--- src/rtl/hrs_pkg.sv ---
package hrs_pkg;

    localparam int ADDR_W = 8;
    localparam int DATA_W = 32;

    localparam logic [ADDR_W-1:0] OFS_SRST    = 8'h00;
    localparam logic [ADDR_W-1:0] OFS_LEN_HI  = 8'h04;
    localparam logic [ADDR_W-1:0] OFS_LEN_LO  = 8'h08;
    localparam logic [ADDR_W-1:0] OFS_CTRL    = 8'h0C;
    localparam logic [ADDR_W-1:0] OFS_ISTAT   = 8'h10;
    localparam logic [ADDR_W-1:0] OFS_IEN     = 8'h14;
    localparam logic [ADDR_W-1:0] OFS_ICLR    = 8'h18;
    localparam logic [ADDR_W-1:0] OFS_RQ      = 8'h1C;
    localparam logic [ADDR_W-1:0] OFS_RQ_FILL = 8'h40;
    localparam logic [ADDR_W-1:0] OFS_REV     = 8'h50;
    localparam logic [ADDR_W-1:0] OFS_ID0     = 8'h60;
    localparam logic [ADDR_W-1:0] OFS_ID1     = 8'h70;

    localparam int N_STICKY = 4;

    typedef enum logic [1:0] {
        ALG_MD5    = 2'd0,
        ALG_SHA1   = 2'd1,
        ALG_SHA224 = 2'd2,
        ALG_SHA256 = 2'd3
    } hash_alg_e;

    typedef struct packed {
        logic [1:0] order;
        hash_alg_e  alg;
    } ctrl_t;

    typedef struct packed {
        logic early_wr;
        logic empty_rd;
        logic new_set;
        logic avail;
    } evt_t;

    function automatic logic [3:0] digest_words(input hash_alg_e a);
        case (a)
            ALG_MD5:    return 4'd4;
            ALG_SHA1:   return 4'd5;
            ALG_SHA224: return 4'd7;
            default:    return 4'd8;
        endcase
    endfunction

endpackage

--- src/rtl/hrs_result_queue.sv ---
module hrs_result_queue #(
    parameter int W     = 32,
    parameter int DEPTH = 8,
    localparam int AW   = (DEPTH > 1) ? $clog2(DEPTH) : 1,
    localparam int CW   = $clog2(DEPTH + 1)
) (
    input  logic          clk,
    input  logic          rst,
    input  logic          flush,
    input  logic          push,
    input  logic [W-1:0]  push_data,
    input  logic          pop,
    output logic          push_ok,
    output logic [W-1:0]  head,
    output logic [CW-1:0] fill
);
    localparam logic [AW-1:0] LAST = AW'(DEPTH - 1);
    localparam logic [CW-1:0] FULL = CW'(DEPTH);

    logic [W-1:0]  mem [DEPTH];
    logic [AW-1:0] wr_ptr, rd_ptr;
    logic          pop_ok;

    assign push_ok = push && !flush && (fill != FULL);
    assign pop_ok  = pop && !flush && (fill != '0);
    assign head    = mem[rd_ptr];

    always_ff @(posedge clk) begin
        if (push_ok) mem[wr_ptr] <= push_data;
    end

    always_ff @(posedge clk) begin
        if (rst || flush) begin
            wr_ptr <= '0;
            rd_ptr <= '0;
            fill   <= '0;
        end else begin
            if (push_ok) wr_ptr <= (wr_ptr == LAST) ? '0 : wr_ptr + 1'b1;
            if (pop_ok)  rd_ptr <= (rd_ptr == LAST) ? '0 : rd_ptr + 1'b1;
            case ({push_ok, pop_ok})
                2'b10:   fill <= fill + 1'b1;
                2'b01:   fill <= fill - 1'b1;
                default: fill <= fill;
            endcase
        end
    end
endmodule

--- src/rtl/hrs_irq_ctrl.sv ---
module hrs_irq_ctrl
    import hrs_pkg::*;
(
    input  logic                clk,
    input  logic                rst,
    input  logic                flush,
    input  evt_t                set_evt,
    input  logic                clr_we,
    input  logic [N_STICKY-1:0] clr_mask,
    input  logic                en_we,
    input  logic [N_STICKY:0]   en_wdata,
    input  logic                raw_lvl,
    output logic [N_STICKY-1:0] sticky,
    output logic [N_STICKY:0]   en_vec,
    output logic                irq
);
    logic [N_STICKY-1:0] clr_eff;

    assign clr_eff = clr_we ? clr_mask : '0;

    always_ff @(posedge clk) begin
        if (rst || flush) sticky <= '0;
        else              sticky <= (sticky & ~clr_eff) | set_evt;
    end

    always_ff @(posedge clk) begin
        if (rst)        en_vec <= '0;
        else if (en_we) en_vec <= en_wdata;
    end

    assign irq = (|(sticky & en_vec[N_STICKY-1:0])) || (raw_lvl && en_vec[N_STICKY]);
endmodule

--- src/rtl/hash_reg_shell.sv ---
module hash_reg_shell
    import hrs_pkg::*;
#(
    parameter int          DEPTH    = 8,
    parameter logic [31:0] REVISION = 32'h0001_0300,
    parameter logic [31:0] ID_WORD0 = 32'h4853_4831,
    parameter logic [31:0] ID_WORD1 = 32'h0000_0F04
) (
    input  logic        clk,
    input  logic        rst,
    input  logic        bus_wr,
    input  logic        bus_rd,
    input  logic [7:0]  bus_addr,
    input  logic [31:0] bus_wdata,
    output logic [31:0] bus_rdata,
    input  logic        msg_beat,
    output logic        core_hold,
    output logic        core_start,
    output logic [1:0]  core_algo,
    output logic [1:0]  core_order,
    output logic [63:0] core_len_bits,
    input  logic        core_push,
    input  logic [31:0] core_word,
    input  logic        core_done,
    output logic        irq
);
    localparam int CW = $clog2(DEPTH + 1);

    logic                hold_q, hold_nxt, flush;
    logic [31:0]         len_hi_q, len_lo_q;
    ctrl_t               ctrl_q;
    logic                configured_q, start_q;
    logic [3:0]          got_cnt_q;
    logic [31:0]         rdata_q, rd_mux;

    logic                wr_srst, wr_ctrl, wr_len_hi, wr_len_lo, wr_clr, wr_en;
    logic                rq_pop, rq_push_req, rq_push_ok;
    logic [31:0]         rq_head;
    logic [CW-1:0]       rq_fill;
    logic                rq_nonempty;
    evt_t                evt;
    logic [N_STICKY-1:0] sticky;
    logic [N_STICKY:0]   en_vec;

    assign wr_srst   = bus_wr && (bus_addr == OFS_SRST);
    assign wr_ctrl   = bus_wr && (bus_addr == OFS_CTRL)   && !flush;
    assign wr_len_hi = bus_wr && (bus_addr == OFS_LEN_HI) && !flush;
    assign wr_len_lo = bus_wr && (bus_addr == OFS_LEN_LO) && !flush;
    assign wr_clr    = bus_wr && (bus_addr == OFS_ICLR);
    assign wr_en     = bus_wr && (bus_addr == OFS_IEN);

    // Hold acts on the same edge that writes it
    assign hold_nxt = wr_srst ? bus_wdata[0] : hold_q;
    assign flush    = hold_nxt;

    always_ff @(posedge clk) begin
        if (rst) hold_q <= 1'b0;
        else     hold_q <= hold_nxt;
    end

    always_ff @(posedge clk) begin
        if (rst || flush) begin
            len_hi_q     <= '0;
            len_lo_q     <= '0;
            ctrl_q       <= '0;
            configured_q <= 1'b0;
            start_q      <= 1'b0;
            got_cnt_q    <= '0;
        end else begin
            if (wr_len_hi) len_hi_q <= bus_wdata;
            if (wr_len_lo) len_lo_q <= bus_wdata;
            start_q <= wr_ctrl;
            if (wr_ctrl) begin
                ctrl_q       <= '{order: bus_wdata[9:8], alg: hash_alg_e'(bus_wdata[1:0])};
                configured_q <= 1'b1;
                got_cnt_q    <= '0;
            end else if (rq_push_ok) begin
                got_cnt_q <= got_cnt_q + 1'b1;
            end
        end
    end

    assign rq_push_req = core_push && !wr_ctrl && (got_cnt_q < digest_words(ctrl_q.alg));
    assign rq_pop      = bus_rd && (bus_addr == OFS_RQ) && !flush;
    assign rq_nonempty = (rq_fill != '0);

    hrs_result_queue #(.W(32), .DEPTH(DEPTH)) u_queue (
        .clk       (clk),
        .rst       (rst),
        .flush     (flush),
        .push      (rq_push_req),
        .push_data (core_word),
        .pop       (rq_pop),
        .push_ok   (rq_push_ok),
        .head      (rq_head),
        .fill      (rq_fill)
    );

    always_comb begin
        evt          = '0;
        evt.avail    = rq_push_ok;
        evt.new_set  = core_done && !flush;
        evt.empty_rd = rq_pop && !rq_nonempty;
        evt.early_wr = msg_beat && !configured_q && !flush;
    end

    hrs_irq_ctrl u_irq (
        .clk      (clk),
        .rst      (rst),
        .flush    (flush),
        .set_evt  (evt),
        .clr_we   (wr_clr),
        .clr_mask (bus_wdata[N_STICKY-1:0]),
        .en_we    (wr_en),
        .en_wdata ({bus_wdata[8], bus_wdata[N_STICKY-1:0]}),
        .raw_lvl  (rq_nonempty),
        .sticky   (sticky),
        .en_vec   (en_vec),
        .irq      (irq)
    );

    always_comb begin
        rd_mux = '0;
        case (bus_addr)
            OFS_SRST:    rd_mux = {31'b0, hold_q};
            OFS_LEN_HI:  rd_mux = len_hi_q;
            OFS_LEN_LO:  rd_mux = len_lo_q;
            OFS_CTRL:    rd_mux = {22'b0, ctrl_q.order, 6'b0, ctrl_q.alg};
            OFS_ISTAT:   rd_mux = {23'b0, rq_nonempty, 4'b0, sticky};
            OFS_IEN:     rd_mux = {23'b0, en_vec[N_STICKY], 4'b0, en_vec[N_STICKY-1:0]};
            OFS_RQ:      rd_mux = rq_nonempty ? rq_head : '0;
            OFS_RQ_FILL: rd_mux = 32'(rq_fill);
            OFS_REV:     rd_mux = REVISION;
            OFS_ID0:     rd_mux = ID_WORD0;
            OFS_ID1:     rd_mux = ID_WORD1;
            default:     rd_mux = '0;
        endcase
    end

    always_ff @(posedge clk) begin
        if (rst)         rdata_q <= '0;
        else if (bus_rd) rdata_q <= rd_mux;
    end

    assign bus_rdata     = rdata_q;
    assign core_hold     = hold_q;
    assign core_start    = start_q;
    assign core_algo     = ctrl_q.alg;
    assign core_order    = ctrl_q.order;
    assign core_len_bits = {len_hi_q, len_lo_q};
endmodule

--- config.mk ---
export PLATFORM = sky130hd
export DESIGN_NAME = hash_reg_shell
export DESIGN_NICKNAME = d
export VERILOG_FILES = /design/src/rtl/hrs_pkg.sv /design/src/rtl/hrs_result_queue.sv /design/src/rtl/hrs_irq_ctrl.sv /design/src/rtl/hash_reg_shell.sv
export SDC_FILE = /design/constraint.sdc
export NUM_CORES = 1
export LEC_CHECK = 0
export BUFFER_PORTS_ARGS = -buffer_cell sky130_fd_sc_hd__buf_2
export CAP_MARGIN = 5
export CORE_MARGIN = 1.5
export CORE_UTILIZATION = 47
export DETAILED_ROUTE_END_ITERATION = 10
export GPL_ROUTABILITY_DRIVEN = 1
export PLACE_DENSITY_LB_ADDON = 0.12
export SLEW_MARGIN = 40
export SYNTH_ARGS = -nofsm -noshare
export SYNTH_HDL_FRONTEND = slang
export SYNTH_HIERARCHICAL = 1
export SYNTH_SLANG_ARGS = --single-unit
--- constraint.sdc ---
create_clock -name clk -period 6.2 [get_ports clk]
set_clock_uncertainty 0.1 [all_clocks]
set_input_delay 0.31 -clock clk [delete_from_list [all_inputs] [get_ports clk]]
set_output_delay 0.31 -clock clk [all_outputs]
set_load 0.1 [all_outputs]
### After elaboration in Yosys (flattened, before gate mapping)

Memory sizes are Yosys's and may differ from the RTL's. A register that Yosys moved wholly into a read port is not among the register bits.
Cells that the tools add are included.
W data, S select, Z words.

| storage, ports and cells | value |
|---|---|
| register bits after elaboration | 126 |
| RAM bits | 256 |
| input bits | 79 |
| output and inout port bits | 103 |
| logic and storage cells | 89 |
| memories kept | 1 |

Memory list:

| memory | depth | width | rd ports | clocked after Yosys merged registers in | write ports | line | RTL |
|---|---|---|---|---|---|---|---|
| u_queue.mem | 8 | 32 | 1 | 1 | 1 | hrs_result_queue.sv:20 | `logic [W-1:0] mem [DEPTH];` |

| cells by class | value |
|---|---|
| add/sub/neg operators | 5 |
| magnitude comparators | 1 |
| equality and inequality tests | 18 |
| multiplexer cells | 12 |
| bitwise logic cells | 4 |
| reductions and logical operators | 34 |

Operators by type and width:

| cell | count |
|---|---|
| $pmux W32 S11 | 1 |
| $eq A8 B5 Y1 const B | 4 |
| $eq A8 B7 Y1 const B | 4 |
| $mux W32 | 1 |
| $logic_and A1 B1 Y1 | 22 |
| $eq A8 B4 Y1 const B | 2 |
| $mux W3 | 4 |
| $pmux W4 S3 | 1 |
| $add A4 B1 Y4 const B | 2 |
| $and A4 B4 Y4 | 2 |
| $eq A8 B3 Y1 const B | 1 |
| $logic_not A8 Y1 | 1 |
| $pmux W4 S2 | 1 |
| $add A3 B1 Y3 const B | 2 |
| $eq A3 B3 Y1 const B | 2 |
| $eq A2 B1 Y1 const B | 2 |
| $eq A2 B2 Y1 const B | 2 |
| $logic_not A1 Y1 | 4 |
| $lt A4 B4 Y1 | 1 |
| $mux W4 | 1 |
| $ne A4 B4 Y1 const B | 1 |
| $not A4 Y4 | 1 |
| $or A4 B4 Y4 | 1 |
| $reduce_bool A4 Y1 | 1 |
| 7 further kinds | 10 |

### Depth between registers and ports, before layout

| logic depth | value |
|---|---|
| depth after elaboration | 12 |
| mapped depth | 18 |
| mapped depth without buffers | 17 |

### By module

Netlist, hierarchy kept.

By module, submodules not included:

| module | instances | cells each | area each (sq um) | seq. area each (sq um) |
|---|---|---|---|---|
| hrs_result_queue | 1 | 447 | 10,363.7 | 7,947.6 |
| hash_reg_shell | 1 | 586 | 5,235.0 | 2,142.1 |
| hrs_irq_ctrl | 1 | 32 | 341.6 | 180.2 |

### Worst setup path after synthesis

OpenSTA, ideal clock, no wires.

| timing | value |
|---|---|
| kind | reg2reg |
| start point | register ctrl_q, in the netlist core_algo[0] |
| end point | memory u_queue.mem[4][0], enable pin |
| setup time | 0.513 ns |
| data arrival time | 5.948 ns |
| data required time | 5.587 ns |
| path slack | -0.361 ns |
| cell stages (with the launch flop) | 13 |
| path buffers | 1 |
| clock period less this slack | 6.561 ns |
| cells stage by stage | dfxtp_1 > inv_1 > ha_1 > inv_1 > ha_1 > o21a_1 > o21a_1 > o21ai_0 > and4b_1 > inv_1 > a211o_1 > buf_6 > nor4b_1 |

| between the ends | value |
|---|---|
| cells in the longest elaborated chain, start to end | 8 |
| elaborated cells between the ends (all ways) | 10 |
| classes of those cells | order compare (1); eq/ne (2); mux (3); reduce/logical (4) |

Ends and longest elaborated chain:

| what | line | RTL |
|---|---|---|
| start: declaration | hash_reg_shell.sv:31 | `ctrl_t ctrl_q;` |
| start signal: assignment | hash_reg_shell.sv:74 | `ctrl_q <= '{order: bus_wdata[9:8], alg: hash_alg_e'(bus_wdata[1:0])};` |
| $eq A2 B2 Y1 (tied with other cells) | hrs_pkg.sv:41 | `case (a)` |
| $pmux W4 S3 * | hrs_pkg.sv:41 |  |
| $lt A4 B4 Y1 * | hash_reg_shell.sv:83 | `assign rq_push_req = core_push && !wr_ctrl && (got_cnt_q < digest_words(ctrl_q.alg));` |
| $logic_and A1 B1 Y1 * | hash_reg_shell.sv:83 |  |
| via rq_push_req | hash_reg_shell.sv:37 | `logic rq_pop, rq_push_req, rq_push_ok;` |
| $logic_and A1 B1 Y1 * (2 in series) | hrs_result_queue.sv:24 | `assign push_ok = push && !flush && (fill != FULL);` |
| $mux W1 * | hrs_result_queue.sv:29 | `if (push_ok) mem[wr_ptr] <= push_data;` |
| $mux W1 (not written as such) * | hrs_result_queue.sv:29 |  |
| end: declaration | hrs_result_queue.sv:20 |  |

Mark *: on every way through the listed nets, which the timed path passes. The rest lies on a longest branch.

==> qor.yml <==
cts_buffer_depth: 3
yosys.area.top_type_share_pct: 48.2
cts-buffers-inserted: 41
worst_hold_startpoint: "msg_beat"
critPathMaxFanout: 32
sort_of_element_at_the_start_of_the_critical_path: "primary input"
timing.final.hold_violations: 0
post_dp_cell_area_um2: 17300
report.final.slew_viol_count: 0
period_share_pct: 61.4
tightestPinTransition_ns: 0.815
die_outline_width_um: 187
synthesis.area_per_instance_um2: 15.0
route.detailed.vias_per_inst: 5.67
wire_per_inst_um: 21.7
ant_nets: 0
timing.rr.start: "core_algo[0]"
r2r_slack_ns: 2.48
initial_antenna_violation_count: 3
syn_std_cell_area_um2: 15900
worst_ir_drop_vdd_mv: 0.223
synth_top_cell_by_area: "sky130_fd_sc_hd__edfxtp_1"
leakagePower_nw: 6.60
grt_first_pass_wirelength_um: 59800
clkLatencyLatePin_ns: 0.53
detailedPlace.worstSlack_ns: 1.85
ys_types: 73
worstPathArrival_ns: 3.87
worst_r2r_path_depth: 14
sinks_on_the_clock_net: 385
synth-edff-count: 256
hpwl_um: 24900
holdPathEnd: "u_irq/sticky[3]"
drt_wl_total_um: 38900
slew_headroom_pct: 45.7
number_of_standard_cells_after_synthesis: 1065
cts_setup_buffers: 0
post-layout-total-power_mw: 5.36
dr_total_vias: 10100
floorplan.initialDensity_pct: 47.7
final_design_area_no_fill_um2: 19300
multiInputGateArea_um2: 5310
maximum_clock_frequency_ghz: 0.263
tns_ns: 0
share_of_synthesized_area_occupied_by_flip_flops_and_latches_pct: 64.4
sequential_cell_area_um2: 10300
synth_net_count: 1157
synth.top_cells.by_area: "sky130_fd_sc_hd__edfxtp_1 (48%), sky130_fd_sc_hd__dfxtp_1 (16%), sky130_fd_sc_hd__mux4_2 (6.9%), sky130_fd_sc_hd__nand2_1 (3.7%), sky130_fd_sc_hd__a21oi_2 (2.7%)"
run_status: "complete, no violations"
final-setup-viol-count: 0
core-area_um2: 33400
largest_net_degree_at_the_start_of_global_routing: 66
fin_worst_hold_slack_ns: 0.0469
min_path_cells: 3
cp_data_required_time_ns: 6.26
worst-setup-path-type: "primary input to flop"
regToRegEndpoint: "u_queue/mem[3][16]"
cts_htree_levels: 2
asyncSetResetFlopFracSynth_pct: 0
cp-end-kind: "flop"
cts_tree: "yes"
postCtsResizedCells: 0
yosys_warnings: 6
worst_setup_hold_path_clk_slew_ns: 0.06
portBuffers: 181
max-cap-violations: 0
hold_buffers: 64
gr-total-overflow: 0
layout-drive-gt1-share_pct: 32.5
chipHeight_um: 187
grt_setup_unrepaired: "false"
synth_flop_cell: "sky130_fd_sc_hd__edfxtp_1"
fp.dieArea_um2: 35000
via_count_of_the_first_global_routing_pass: 9895
place_congestion: 0.858
drt_first_iter_violations: 752
design.final.nets: 1400
drt_drc_violations_left: 0
drt-pass1-iter-count: 7
global_route.usage.total_pct: 22.0
yosys_register_bits: 385
period_needed_ns: 3.81
io-pin-count: 182
filler_cell_count: 2614
row_count: 67
area_growth_pct: 20.8
worst_min_path_class: "primary input to flop"
cts_root_buffer: "sky130_fd_sc_hd__clkbuf_16"
pwr_density_cell_nw_per_um2: 278
fin_ws_ns: 2.39
## worst max-delay path: stages
cell,delay (ns)
sky130_fd_sc_hd__buf_2,0.20
sky130_fd_sc_hd__or4_1,0.94
sky130_fd_sc_hd__o31ai_4,0.39
sky130_fd_sc_hd__and2_1,0.28
sky130_fd_sc_hd__inv_1,0.14
sky130_fd_sc_hd__a211o_1,0.46
sky130_fd_sc_hd__inv_2,0.24
sky130_fd_sc_hd__nand2_1,0.20
sky130_fd_sc_hd__nor3b_2,0.21
sky130_fd_sc_hd__buf_4,0.48
## final cells by class
class,count,area share [%]
antenna,1,0.0130
clock buffer,56,5.85
clock inverter,19,0.754
inverter,12,0.234
multi-input combinational,597,27.6
sequential,385,53.4
tap,448,2.91
timing repair buffer,271,9.31
## per-layer routing
layer / GRT usage [%] / routed length [µm] / vias to the layer above
li1: - / - / 4654
met1: 33.1 / 18300 / 5088
met2: 34.0 / 17700 / 364
met3: 3.62 / 2380 / 36
met4: 4.53 / 456 / 4
met5: 0 / 24 / -
## cells in the final DEF, fill, tap and decap left out, types with 5 or more instances in the layout
cell type	n
sky130_fd_sc_hd__o2bb2ai_1	19
sky130_fd_sc_hd__clkbuf_1	10
sky130_fd_sc_hd__a22o_1	29
sky130_fd_sc_hd__buf_4	21
sky130_fd_sc_hd__clkinv_1	6
sky130_fd_sc_hd__mux2_2	35
sky130_fd_sc_hd__a221oi_1	8
sky130_fd_sc_hd__o21ai_0	6
sky130_fd_sc_hd__mux4_1	15
sky130_fd_sc_hd__a21oi_2	50
sky130_fd_sc_hd__nor2_1	25
sky130_fd_sc_hd__xor2_1	5
sky130_fd_sc_hd__clkbuf_16	41
sky130_fd_sc_hd__o21a_1	6
sky130_fd_sc_hd__edfxtp_1	256
sky130_fd_sc_hd__nand2_1	156
sky130_fd_sc_hd__mux4_2	49
sky130_fd_sc_hd__dlygate4sd3_1	64
sky130_fd_sc_hd__inv_1	10
sky130_fd_sc_hd__a22oi_1	19
sky130_fd_sc_hd__mux2i_1	15
sky130_fd_sc_hd__clkinv_2	7
sky130_fd_sc_hd__ha_1	13
sky130_fd_sc_hd__buf_2	181
sky130_fd_sc_hd__a222oi_1	10
sky130_fd_sc_hd__nand4_1	5
sky130_fd_sc_hd__dfxtp_1	127
sky130_fd_sc_hd__a21oi_1	27
sky130_fd_sc_hd__nor3_1	8
## per-stage QoR
| step | utilization (%) | std cells |
|---|---|---|
| 2_1_floorplan | - | 1065 |
| 3_3_place_gp | 51.6 | 1645 |
| 3_5_place_dp | 51.8 | 1649 |
| 4_1_cts | 57.6 | 1788 |
| 5_1_grt | 57.6 | 1789 |
| 6_report | 57.6 | 1789 |
## kinds of logic (layout without fill, tap and decap cells)
group	after synthesis	after routing	synth area share [%]
simple gates	251	251	7.48
flops	385	385	64.4
compound gates	212	212	10.9
other cells	0	1	0
mux	114	114	12.8
buf+inv	83	358	2.96
xor+xnor	7	7	0.385
fa+ha+maj	13	13	1.02
## worst max-delay path by stage
stage | from | end | slack (ns) | cells past startpoint
floorplan | core_algo[0] | u_queue/mem[5][0] | 0.44 | 14
CTS | bus_addr[4] | u_queue/mem[5][7] | 2.40 | 10
finish | bus_addr[4] | u_queue/mem[3][16] | 2.39 | 10
global route | bus_addr[4] | u_queue/mem[3][10] | 2.23 | 10
global placement | bus_addr[4] | u_queue/mem[7][18] | 1.69 | 9
detailed placement | bus_addr[4] | u_queue/mem[5][15] | 1.85 | 10
## power by group
group          internal, mW  switching [mW]  leakage, nW
registers              2.78          0.0198         3.37
logic                 0.103           0.154         2.61
clock network          1.32           0.977        0.623
total                  4.21            1.15         6.60
## registers in the layout, summed over array words and instances (netlist names), 4 cells and up, named ones only
name / count
u_queue/fill: 4
got_cnt_q: 4
u_irq/sticky: 4
len_lo_q: 32
len_hi_q: 32
bus_rdata: 32
u_queue/mem: 256
u_irq/en_vec: 5
## cell usage after synthesis (4+ instances only)
| master | number |
|---|---|
| sky130_fd_sc_hd__a211oi_1 | 4 |
| sky130_fd_sc_hd__a21boi_0 | 4 |
| sky130_fd_sc_hd__o2bb2ai_1 | 19 |
| sky130_fd_sc_hd__o21ai_0 | 6 |
| sky130_fd_sc_hd__nand2_1 | 156 |
| sky130_fd_sc_hd__a22oi_1 | 19 |
| sky130_fd_sc_hd__nand2b_1 | 4 |
| sky130_fd_sc_hd__a222oi_1 | 10 |
| sky130_fd_sc_hd__and3_1 | 4 |
| sky130_fd_sc_hd__mux4_1 | 15 |
| sky130_fd_sc_hd__a221oi_1 | 8 |
| sky130_fd_sc_hd__mux2_2 | 35 |
| sky130_fd_sc_hd__xor2_1 | 5 |
| sky130_fd_sc_hd__buf_2 | 23 |
| sky130_fd_sc_hd__a22o_1 | 29 |
| sky130_fd_sc_hd__nor2_1 | 26 |
| sky130_fd_sc_hd__nand4_1 | 5 |
| sky130_fd_sc_hd__nor3_1 | 11 |
| sky130_fd_sc_hd__edfxtp_1 | 256 |
| sky130_fd_sc_hd__nor2b_1 | 4 |
| sky130_fd_sc_hd__mux4_2 | 49 |
| sky130_fd_sc_hd__o21a_1 | 6 |
| sky130_fd_sc_hd__a21oi_2 | 50 |
| sky130_fd_sc_hd__clkbuf_1 | 22 |
| sky130_fd_sc_hd__a21oi_1 | 27 |
| sky130_fd_sc_hd__a32oi_1 | 4 |
| sky130_fd_sc_hd__ha_1 | 13 |
| sky130_fd_sc_hd__nand3_1 | 5 |
| sky130_fd_sc_hd__buf_1 | 7 |
| sky130_fd_sc_hd__dfxtp_1 | 129 |
| sky130_fd_sc_hd__buf_6 | 16 |
| sky130_fd_sc_hd__mux2i_1 | 15 |
| sky130_fd_sc_hd__inv_1 | 10 |
No activity file was read; power rests on OpenSTA's default activity.
